File: config.mk
export PLATFORM = sky130hd
export DESIGN_NAME = busreg_slave
export DESIGN_NICKNAME = d
export VERILOG_FILES = /design/src/rtl/busreg_slave_pkg.sv /design/src/rtl/busreg_sync.sv /design/src/rtl/busreg_regfile.sv /design/src/rtl/busreg_slave.sv
export SDC_FILE = /design/constraint.sdc
export NUM_CORES = 1
export LEC_CHECK = 0
export ABC_CLOCK_PERIOD_IN_PS = 3200
export BUFFER_PORTS_ARGS = -buffer_cell sky130_fd_sc_hd__buf_2
export CAP_MARGIN = 20
export CORE_MARGIN = 1.5
export CORE_UTILIZATION = 60
export CTS_CLUSTER_SIZE = 20
export DETAILED_ROUTE_END_ITERATION = 8
export GPL_ROUTABILITY_DRIVEN = 0
export PLACE_DENSITY = 0.76
export SKIP_LAST_GASP = 1
export SYNTH_ARGS = -nofsm -noshare
export SYNTH_HDL_FRONTEND = slang
export SYNTH_SLANG_ARGS = --single-unit
File: constraint.sdc
create_clock -name clk -period 3.2 [get_ports clk]
set_input_delay 0.64 -clock clk [delete_from_list [all_inputs] [get_ports clk]]
set_output_delay 0.64 -clock clk [all_outputs]
set_load 0.01 [all_outputs]
File: src/rtl/busreg_slave_pkg.sv
package busreg_slave_pkg;

    typedef enum logic [1:0] {
        ACC_NONE = 2'd0,
        ACC_WR   = 2'd1,
        ACC_RD   = 2'd2
    } access_e;

    localparam int CTL_W = 4;

endpackage

File: src/rtl/busreg_sync.sv
module busreg_sync #(
    parameter int              W       = 8,
    parameter logic [W-1:0]    RST_VAL = '0
) (
    input  logic         clk,
    input  logic         rst,
    input  logic [W-1:0] din,
    output logic [W-1:0] dout
);
    logic [W-1:0] meta_q;
    logic [W-1:0] sync_q;

    always_ff @(posedge clk) begin
        if (rst) begin
            meta_q <= RST_VAL;
            sync_q <= RST_VAL;
        end else begin
            meta_q <= din;
            sync_q <= meta_q;
        end
    end

    assign dout = sync_q;
endmodule

File: src/rtl/busreg_regfile.sv
module busreg_regfile #(
    parameter int ADDR_W = 7,
    parameter int DATA_W = 8
) (
    input  logic              clk,
    input  logic              we,
    input  logic [ADDR_W-1:0] waddr,
    input  logic [DATA_W-1:0] wdata,
    input  logic [ADDR_W-1:0] raddr,
    output logic [DATA_W-1:0] rdata
);
    localparam int DEPTH = 1 << ADDR_W;

    logic [DATA_W-1:0] mem_q [DEPTH];

    always_ff @(posedge clk) begin
        if (we) begin
            mem_q[waddr] <= wdata;
        end
    end

    assign rdata = mem_q[raddr];
endmodule

File: src/rtl/busreg_slave.sv
module busreg_slave #(
    parameter int ADDR_W = 7,
    parameter int DATA_W = 8
) (
    input  logic              clk,
    input  logic              rst,
    input  logic              cs_n,
    input  logic              ale,
    input  logic              rd_n,
    input  logic              wr_n,
    input  logic [ADDR_W-1:0] addr,
    input  logic [DATA_W-1:0] data_in,
    output logic [DATA_W-1:0] data_out,
    output logic              data_oe
);
    import busreg_slave_pkg::*;

    localparam int SYNC_W = CTL_W + ADDR_W + DATA_W;
    localparam logic [SYNC_W-1:0] SYNC_RST = {4'b1011, {(ADDR_W + DATA_W){1'b0}}};

    typedef struct packed {
        logic [ADDR_W-1:0] addr;
        logic              burst;
        logic              ale_p;
        logic              wr_p;
        logic              rd_p;
    } state_t;

    state_t state_d, state_q;

    logic [SYNC_W-1:0] sync_in, sync_out;
    logic              cs_s, ale_s, rd_s, wr_s;
    logic [ADDR_W-1:0] addr_s;
    logic [DATA_W-1:0] data_s;
    logic [DATA_W-1:0] rdata;
    access_e           acc;
    logic              wr_fire;
    logic              ale_fall, wr_rise, rd_rise, sel;

    assign sync_in = {cs_n, ale, rd_n, wr_n, addr, data_in};

    busreg_sync #(
        .W       (SYNC_W),
        .RST_VAL (SYNC_RST)
    ) u_sync (
        .clk  (clk),
        .rst  (rst),
        .din  (sync_in),
        .dout (sync_out)
    );

    assign {cs_s, ale_s, rd_s, wr_s, addr_s, data_s} = sync_out;

    always_comb begin
        state_d  = state_q;
        sel      = ~cs_s;
        ale_fall = ~ale_s & state_q.ale_p;
        wr_rise  = wr_s & ~state_q.wr_p;
        rd_rise  = rd_s & ~state_q.rd_p;

        acc = ACC_NONE;
        if (sel && wr_rise && rd_s) begin
            acc = ACC_WR;
        end else if (sel && rd_rise && wr_s) begin
            acc = ACC_RD;
        end

        state_d.ale_p = ale_s;
        state_d.wr_p  = wr_s;
        state_d.rd_p  = rd_s;

        if (ale_s) begin
            state_d.addr  = addr_s;
            state_d.burst = 1'b0;
        end else begin
            if (ale_fall) begin
                state_d.burst = 1'b1;
            end
            if (acc != ACC_NONE && state_q.burst) begin
                state_d.addr = state_q.addr + 1'b1;
            end
        end
    end

    always_ff @(posedge clk) begin
        if (rst) begin
            state_q <= '{addr: '0, burst: 1'b0, ale_p: 1'b0, wr_p: 1'b1, rd_p: 1'b1};
        end else begin
            state_q <= state_d;
        end
    end

    assign wr_fire = (acc == ACC_WR);

    busreg_regfile #(
        .ADDR_W (ADDR_W),
        .DATA_W (DATA_W)
    ) u_regs (
        .clk   (clk),
        .we    (wr_fire),
        .waddr (state_q.addr),
        .wdata (data_s),
        .raddr (state_q.addr),
        .rdata (rdata)
    );

    assign data_oe  = ~cs_s & ~rd_s;
    assign data_out = data_oe ? rdata : '0;
endmodule

* After elaboration in Yosys (flattened, before gate mapping)
Memories as Yosys holds them, arrays and structs flattened. A register that Yosys moved wholly into a read port is not among the register bits.
Index checks and enable logic that the tools add are counted.
** Word-level totals
- Output and inout bits :: 9
- Memory bits (writable) :: 1024
- Word-level logic and storage cells :: 37
- Memories :: 1
- Bits in registers :: 49
** Cells by class
- Eq/ne operators :: 1
- Muxes and demuxes :: 10
- Reductions and logical operators :: 8
- Bitwise logic cells :: 9
- Add/sub/neg operators :: 1
** Memories
- u_regs.mem_q :: words 128, width 8, read ports 1, clocked after Yosys merged registers in 1, wr ports 1, line busreg_regfile.sv:14 : logic [DATA_W-1:0] mem_q [DEPTH];
** Operator list (number)
- 7-bit 2-to-1 mux :: 3
- 8-bit 2-to-1 mux :: 2
- 7-bit by 1-bit adder with 7-bit output, second input constant :: 1
- 1-bit logical AND :: 5
- 1-bit inverter :: 5
- 1-bit bitwise AND :: 4
- 2-bit 2-to-1 mux :: 2
- 2-bit nonzero test :: 2
- 1-bit 2-to-1 mux :: 3
- 2-bit by 1-bit equality test with 1-bit output, second input constant :: 1
- 2-bit OR reduction :: 1

* Longest topological paths before layout
Gate-level depths: netlist of the first run.
- Depth in word-level cells :: 12
- Depth in mapped cells :: 10
- Depth with buffers taken out :: 6

* Hierarchy
Synthesis of the first run repeated with hierarchy kept, for this count alone.
** Second synthesis, totals
- Cell total of the unflattened synthesis :: 1773
- Area total of the unflattened synthesis :: 41143.2 um^2
** By module, submodules not included
- busreg_regfile :: cells an instance 1627, instances 1, area an instance 39505.4 um^2
- busreg_sync :: cells an instance 80, instances 1, area an instance 1031.0 um^2
- busreg_slave :: cells an instance 66, instances 1, area an instance 606.8 um^2

* Least setup slack after synthesis of the first run
Ideal clock, no wire load.
- Path kind :: reg2out
- Start point :: register (tool-made name)
- End point :: output port data_out[1]
- Path slack :: 593 ps
- Arrival :: 1967 ps
- Stages on the path, launching flop included :: 8
- Buffers on the path :: 2
- Data required time :: 2560 ps
- Cells stage by stage :: dfxtp_1 buf_2 buf_2 mux4_2 o221ai_1 o21ai_0 a31oi_1 nand3_1
** RTL lines
- to (decl) :: line busreg_slave.sv:13 : output logic [DATA_W-1:0] data_out,

==> results.md, run 1 <==
* Outcome: finished, violations left
* Violated checks: negative setup slack
* Overall routing resource usage at 0.288
* F_max at 265 MHz
* Initial antenna violation count at 2
* Area post-placement at 0.0439 sq mm
* Critical path destination: data_out[3]
* Register area share after synthesis at 0.769
* Synth Net Count at 2096
* Port bufs at 29
* Vias in the first global route at 22100
* Max cap viols at 0
* Top Ports at 30
* Worst skew pair latency at 0.66 ns
* Leak Pwr at 15.0 nW
* Area growth syn-to-layout at 17.4%
* Vias/cell at 6.74
* Global-route wire length before repair at 146000 um
* Synth Area in Adders at 0.000302
* Die X at 266 um
* Main combinational cell family by area after synthesis: multiplexers
* Pwr dens at 581 mW/mm^2
* Routed len/inst at 31.3 um
* Total grt overflow at 0
* Drt drc at 0
* Final worst setup slack at -0.571 ns
* Die Y-Extent at 266 um
* CP startpoint kind: flop
* WS Path Type: flop to output port
* Final setup fails at 8
* Number of synthesized flops with an enable pin at 1024
* # clock sinks at 1080
* Via count at 22100
* Clock-pin slew on the worst setup and hold paths at 0.06 ns
* Fin nets at 2331
* Clk_skew at 0.0223 ns
* Final Hold Viols at 0
* Mux cell area share after synthesis at 0.147
* Cell Chain, Critical Path: buf_12 > buf_16 > buf_4 > nor2_4 > buf_12 > a22oi_1 > nand3_1 > a41oi_2 > buf_4 > a31oi_2 > buf_4 > nand3_1 > buf_2
* Slew @ Worst Pin at 1.06 ns
* Final period util at 1.18
* Synthesis Warnings at 0
* R2R cell count at 3
* Simple-gate share of the synthesized area at 0.0368
* Yosys reg bits at 1080
* WP data arrival at 3.13 ns
* CP required at 2.56 ns
* Maximum fanout along the worst path at 7
* Design area at 0.0487 sq mm
* Post-route insts no fill at 3276
* Min cycle time layout at 3.77 ns
* Slowest-stage cell, CP: dfxtp_4
* Synth Area in XOR/XNOR at 0.00127
* Mapped Area at 0.0415 sq mm
* CTS Buf Count at 104
* CP Capture Type: output port
* CP dominant cell by count: buf_4
* Layout cell share with drive strength beyond 1 at 0.296
* Hold Path Class: input pin to flop
* Post-Syn Instances at 2074
* CTS root buffer: clkbuf_16
* TritonCTS clock tree: done
* Placement row count at 96
* Routed WL at 102000 um
* Fillers at 3829
* Max-slew violations at 0
* Mean Syn Cell Area at 20.0 sq um
* Yosys cell types at 51
* Post-CTS Hold Fix Bufs at 0
* Unrepaired setup endpoints after global routing: yes
* Compound-Gate Fraction of Synth Area at 0.0318
* Initial Utilization at 0.605
* Htree depth at 3
* Max VDD drop at 0.000370 V
* Worst reg2reg startpoint: state_q[7]$_SDFFE_PP0N_
* Reg-to-Reg End: u_regs.mem_q[104][3]$_DFFE_PP_
* Worst reg2reg setup slack at 0.49 ns
* Largest net degree at the start of global routing at 129
* Main flop type after synthesis: edfxtp_1
* DPL Wire Length at 58700 um
* Core area at 0.0685 sq mm
* Die ar. at 0.0707 sq mm
* Max Root-Sink Buffers at 3
* Critical path's largest stage delay at 0.45 ns
* Worst relative slew slack at 0.292
* Drt pass-1 iters at 5
* Post-placement cell count at 3043
* ANT nets after route at 0
* Async SR Flop Fraction at 0
* 1st-iter DRT viols at 2970
==> metal layers <==
layer,track usage,part of all wire,vias to the layer above
met5,0,0.000068,-
met4,0.127,0.042,2
met3,0.0564,0.11,290
met2,0.449,0.48,1556
met1,0.403,0.37,11300
li1,-,-,8952
==> worst min-delay path by stage <==
stage	cells past startpoint	slack [ns]	startpoint	end
2_1_floorplan	1	0.39	u_sync.meta_q[15]$_SDFF_PP1_	u_sync.dout[15]$_SDFF_PP1_
3_3_place_gp	1	0.40	u_sync.meta_q[18]$_SDFF_PP1_	u_sync.dout[18]$_SDFF_PP1_
3_5_place_dp	1	0.39	u_sync.meta_q[16]$_SDFF_PP1_	u_sync.dout[16]$_SDFF_PP1_
4_1_cts	2	0.15	wr_n	u_sync.meta_q[15]$_SDFF_PP1_
5_1_grt	2	0.18	rd_n	u_sync.meta_q[16]$_SDFF_PP1_
6_report	2	0.18	wr_n	u_sync.meta_q[15]$_SDFF_PP1_
==> synth_stat cells (4+ instances only) <==
library cell,instances,area share
edfxtp_1,1024,0.74
a21oi_1,27,0.0033
buf_4,22,0.0040
a211oi_1,10,0.0018
mux2i_1,155,0.037
nand2_1,37,0.0034
mux4_2,200,0.11
a22oi_1,88,0.016
clkbuf_1,40,0.0036
o221ai_1,6,0.0013
nand3_1,52,0.0063
a31oi_1,8,0.0012
o21ai_1,13,0.0016
a41oi_1,6,0.0013
buf_2,40,0.0048
a221oi_1,6,0.0013
o22ai_1,6,0.00091
o21ai_0,6,0.00072
nor3_1,5,0.00060
xor2_1,4,0.00085
dfxtp_1,56,0.027
nor2_1,147,0.013
nor2b_1,50,0.0075
and2_1,4,0.00060
buf_1,9,0.00081
or2_2,10,0.0015
==> cell usage in the layout, fill, tap and decap left out, types with 5 or more instances in the layout <==
cell type,netlist,final
a21oi_2,0,5
nor2_1,147,146
bufinv_16,0,11
buf_2,40,23
a22oi_1,88,63
dfxtp_1,56,44
mux2i_1,155,139
nand2_1,37,37
a22oi_2,0,25
nor2b_1,50,47
or2_2,10,10
a21oi_1,27,22
nand3_2,0,12
buf_4,22,138
buf_6,3,27
dfxtp_4,0,10
edfxtp_1,1024,1024
buf_12,0,38
mux2i_2,0,13
o21ai_1,13,14
clkbuf_16,0,112
clkinv_1,0,27
clkinv_2,0,12
o221ai_2,0,5
nand3_1,52,36
a211oi_1,10,7
mux4_2,200,200
nor3_1,5,5
buf_16,0,10
clkbuf_1,40,21
==> kinds of logic after synthesis <==
logic type,after synthesis
flip-flops,1080
multiplexers,357
AND/OR/NAND/NOR,325
AO/OA/AOI/OAI,188
buffers and inverters,117
XOR/XNOR,6
adder cells (fa/ha/maj),1
==> power breakdown <==
group / switching, mW / total (mW) / leakage, nW / internal, mW
clock network: 5.09 / 12.1 / 1.64 / 7.04
registers: 0.100 / 15.5 / 9.74 / 15.4
logic: 0.374 / 0.617 / 3.62 / 0.243
total: 5.57 / 28.3 / 15.0 / 22.7
==> sequential cells by signal, indices dropped and copies added (netlist names), named ones only <==
| register | count |
|---|---|
| state_q | 11 |
| u_regs.mem_q | 1024 |
| u_sync.meta_q | 19 |
| u_sync.dout | 19 |
==> per-stage QoR <==
stage | util | hold WS (ns) | worst slack (ns) | TNS (ns) | total power, mW
after floorplan | - | 0.389 | 0.593 | 0 | 16.1
after global placement | 0.641 | 0.400 | -0.426 | -0.555 | 16.3
after detailed placement | 0.641 | 0.394 | -0.461 | -0.596 | 16.3
after CTS | 0.703 | 0.154 | -0.543 | -4.11 | 28.3
after global routing | 0.711 | 0.175 | -0.638 | -4.43 | 28.9
final | 0.711 | 0.181 | -0.571 | -3.95 | 28.3
==> cell type report <==
cell class,count,area [sq um],area share
Clock buffer,131,2800,0.0575
Tap cell,882,1100,0.0227
Antenna cell,2,5.00,0.000103
Sequential cell,1080,31900,0.656
Inverter,3,11.3,0.000231
Clock inverter,58,559,0.0115
Multi-Input combinational cell,877,9610,0.198
Timing Repair Buffer,243,2660,0.0547
==> repair_timing <==
item | in CTS | in global routing
setup buffers | 23 | 13
gates resized for setup | 96 | 72
pin swaps | 26 | 28
endpoints found under the setup margin | 8 | 8
cloned | 8 | 5
==> critical path: cells and delay by family, from the launching register on <==
kind            cells  cell delay (ns)
compound gates      3             0.66
simple gates        3             0.33
flops               1             0.45
buf+inv             7             1.05
Power figures use the tool's default switching activity.
==> inputs of run 2 (changes only) <==
--- a/config.mk
+++ b/config.mk
@@ -13,7 +13,7 @@
 export CTS_CLUSTER_SIZE = 20
 export DETAILED_ROUTE_END_ITERATION = 8
 export GPL_ROUTABILITY_DRIVEN = 0
-export PLACE_DENSITY = 0.76
+export PLACE_DENSITY = 0.77
 export SKIP_LAST_GASP = 1
 export SYNTH_ARGS = -nofsm -noshare
 export SYNTH_HDL_FRONTEND = slang
==> run 2 against run 1 <==
  * The flow still finishes with violations (negative setup slack)
  * Maximum frequency shrank 1.2%
  * Global-route usage up 0.073 points
  * Via count rose by 0.90%
==> results.md, run 2 (synthesized netlist as in run 1, its figures left out) <==
* WS Path Type: flop to output port
* Fillers at 3882
* Routed WL at 102000 um
* Int Pwr at 22.2 mW
* Overall routing resource usage at 0.289
* Most frequent cells in the layout: edfxtp_1 (1024), mux4_2 (200), buf_4 (168), nor2_1 (147), mux2i_1 (142)
* Worst relative slew slack at 0.371
* Die ar. at 0.0707 sq mm
* Top reg by flops: u_regs.mem_q
* Maximum fanout along the worst path at 4
* Drt pass-1 iters at 7
* Placement row count at 96
* DPL Wire Length at 57000 um
* TritonCTS clock tree: done
* Vias in the first global route at 22100
* Clock-pin slew on the worst setup and hold paths at 0.06 ns
* Pwr dens at 576 mW/mm^2
* Max VDD drop at 0.000397 V
* Violated checks: negative setup slack
* Fin nets at 2339
* Clock power share at 0.420
* CTS root buffer: clkbuf_16
* Drt drc at 0
* Total grt overflow at 0
* # diodes at 0
* ANT nets after route at 0
* Port bufs at 29
* P_sw at 5.60 mW
* Setup TNS at -4.55 ns
* Layout cell share with drive strength beyond 1 at 0.288
* Min-delay src: cs_n
* Outcome: finished, violations left
* Top Ports at 30
* Min cycle time layout at 3.82 ns
* Final Hold Viols at 0
* Unrepaired setup endpoints after global routing: yes
* Comb pwr share at 0.022
* Via count at 22300
* Largest net degree at the start of global routing at 129
* Post-CTS Hold Fix Bufs at 0
* Final period util at 1.19
* 1st-iter DRT viols at 3130
* # clock sinks at 1080
* Worst skew pair latency at 0.68 ns
* Area growth syn-to-layout at 16.5%
* Vias/cell at 6.79
* CP Capture Type: output port
* Initial Utilization at 0.605
* Commonest non-fill, non-tap cell in the layout: edfxtp_1
* Global-route wire length before repair at 147000 um
* Hold Path Class: input pin to flop
* Routed len/inst at 31.2 um
* Die X at 266 um
* Max Root-Sink Buffers at 3
* CTS Buf Count at 103
* Sequential share of power at 0.557
* Htree depth at 3
* Core area at 0.0685 sq mm
* Sw Ratio at 0.201
* Leak Pwr at 14.9 nW
* Max cap viols at 0
* Flip-flop count of the largest register after layout at 1024
* Initial antenna violation count at 0
* CP startpoint kind: flop
* F_max at 262 MHz
* Final setup fails at 8
* Worst reg2reg startpoint: state_q[8]$_SDFFE_PP0N_
* Clk_skew at 0.0304 ns
* Slew @ Worst Pin at 0.940 ns
* Area post-placement at 0.0439 sq mm
* WP data arrival at 3.18 ns
* CP required at 2.56 ns
* Final worst setup slack at -0.616 ns
* Dpl ws at -0.0903 ns
* Die Y-Extent at 266 um
* Design area at 0.0483 sq mm
* Max-slew violations at 0
[run 2: cell count changes in the layout (fill, tap and decap cells not counted), moves of 6 or more]
cell / change
mux2i_2: -8
clkbuf_1: +10
clkbuf_16: -6
buf_12: -15
a22oi_1: +10
buf_4: +30
clkinv_1: -11
a22oi_2: -10
bufinv_16: -6
buf_6: -11
nand3_2: -6
[run 2: final timing paths]
| kind | end | slack (ns) | cells after the start |
|---|---|---|---|
| max | data_out[2] | -0.62 | 10 |
| max reg2reg | u_regs.mem_q[23][3]$_DFFE_PP_ | 0.57 | 3 |
| min | u_sync.meta_q[18]$_SDFF_PP1_ | 0.14 | 2 |
| min reg2reg | u_sync.dout[15]$_SDFF_PP1_ | 0.41 | 1 |
[run 2: worst max-delay path: stages (launching register included)]
cell	delay (ns)
dfxtp_4	0.39
buf_12	0.12
buf_12	0.13
buf_6	0.10
mux4_2	0.55
a32oi_1	0.19
a31oi_1	0.13
o41ai_2	0.44
buf_4	0.22
nand3_4	0.08
buf_6	0.14
[run 2: cell type report]
class	instances	area, sq um	share of cell area
Clock inverter	45	397	0.00821
Tap cell	882	1100	0.0228
Inverter	3	11.3	0.000233
Clock buffer	144	2820	0.0583
Timing Repair Buffer	252	2590	0.0537
Sequential cell	1080	31900	0.661
Multi-Input combinational cell	877	9460	0.196
[run 2: repair_timing]
action / in CTS / in global routing
setup buffers: 10 / 19
gates cloned: 10 / 2
setup endpoints to repair: 8 / 8
pin swaps: 12 / 12
resized for setup: 78 / 47
hold endpoints to repair: 0 / 0
[run 2: metal layers]
metal  GRT usage  up-vias  wire length, um
li1            -     8963                -
met1       0.395    11400            37000
met2       0.464     1619            50000
met3      0.0586      260            11300
met4       0.113        0             4100
met5           0        -                0
[run 2: stage by stage]
step	power, mW	std cells	utilization	hold slack (ns)
2_1_floorplan	16.1	2074	-	0.389
3_3_place_gp	16.3	3054	0.641	0.403
3_5_place_dp	16.3	3055	0.641	0.400
4_1_cts	27.8	3264	0.699	0.115
5_1_grt	28.4	3283	0.705	0.138
6_report	27.8	3283	0.705	0.139
[run 2: power groups by stage]
stage                     logic (mW)  clock network [mW]  registers (mW)
final                          0.619                11.7            15.5
after global routing           0.644                12.3            15.5
after CTS                      0.588                11.7            15.5
after detailed placement       0.545                   0            15.8
after global placement         0.526                   0            15.8
after floorplan                0.267                   0            15.8
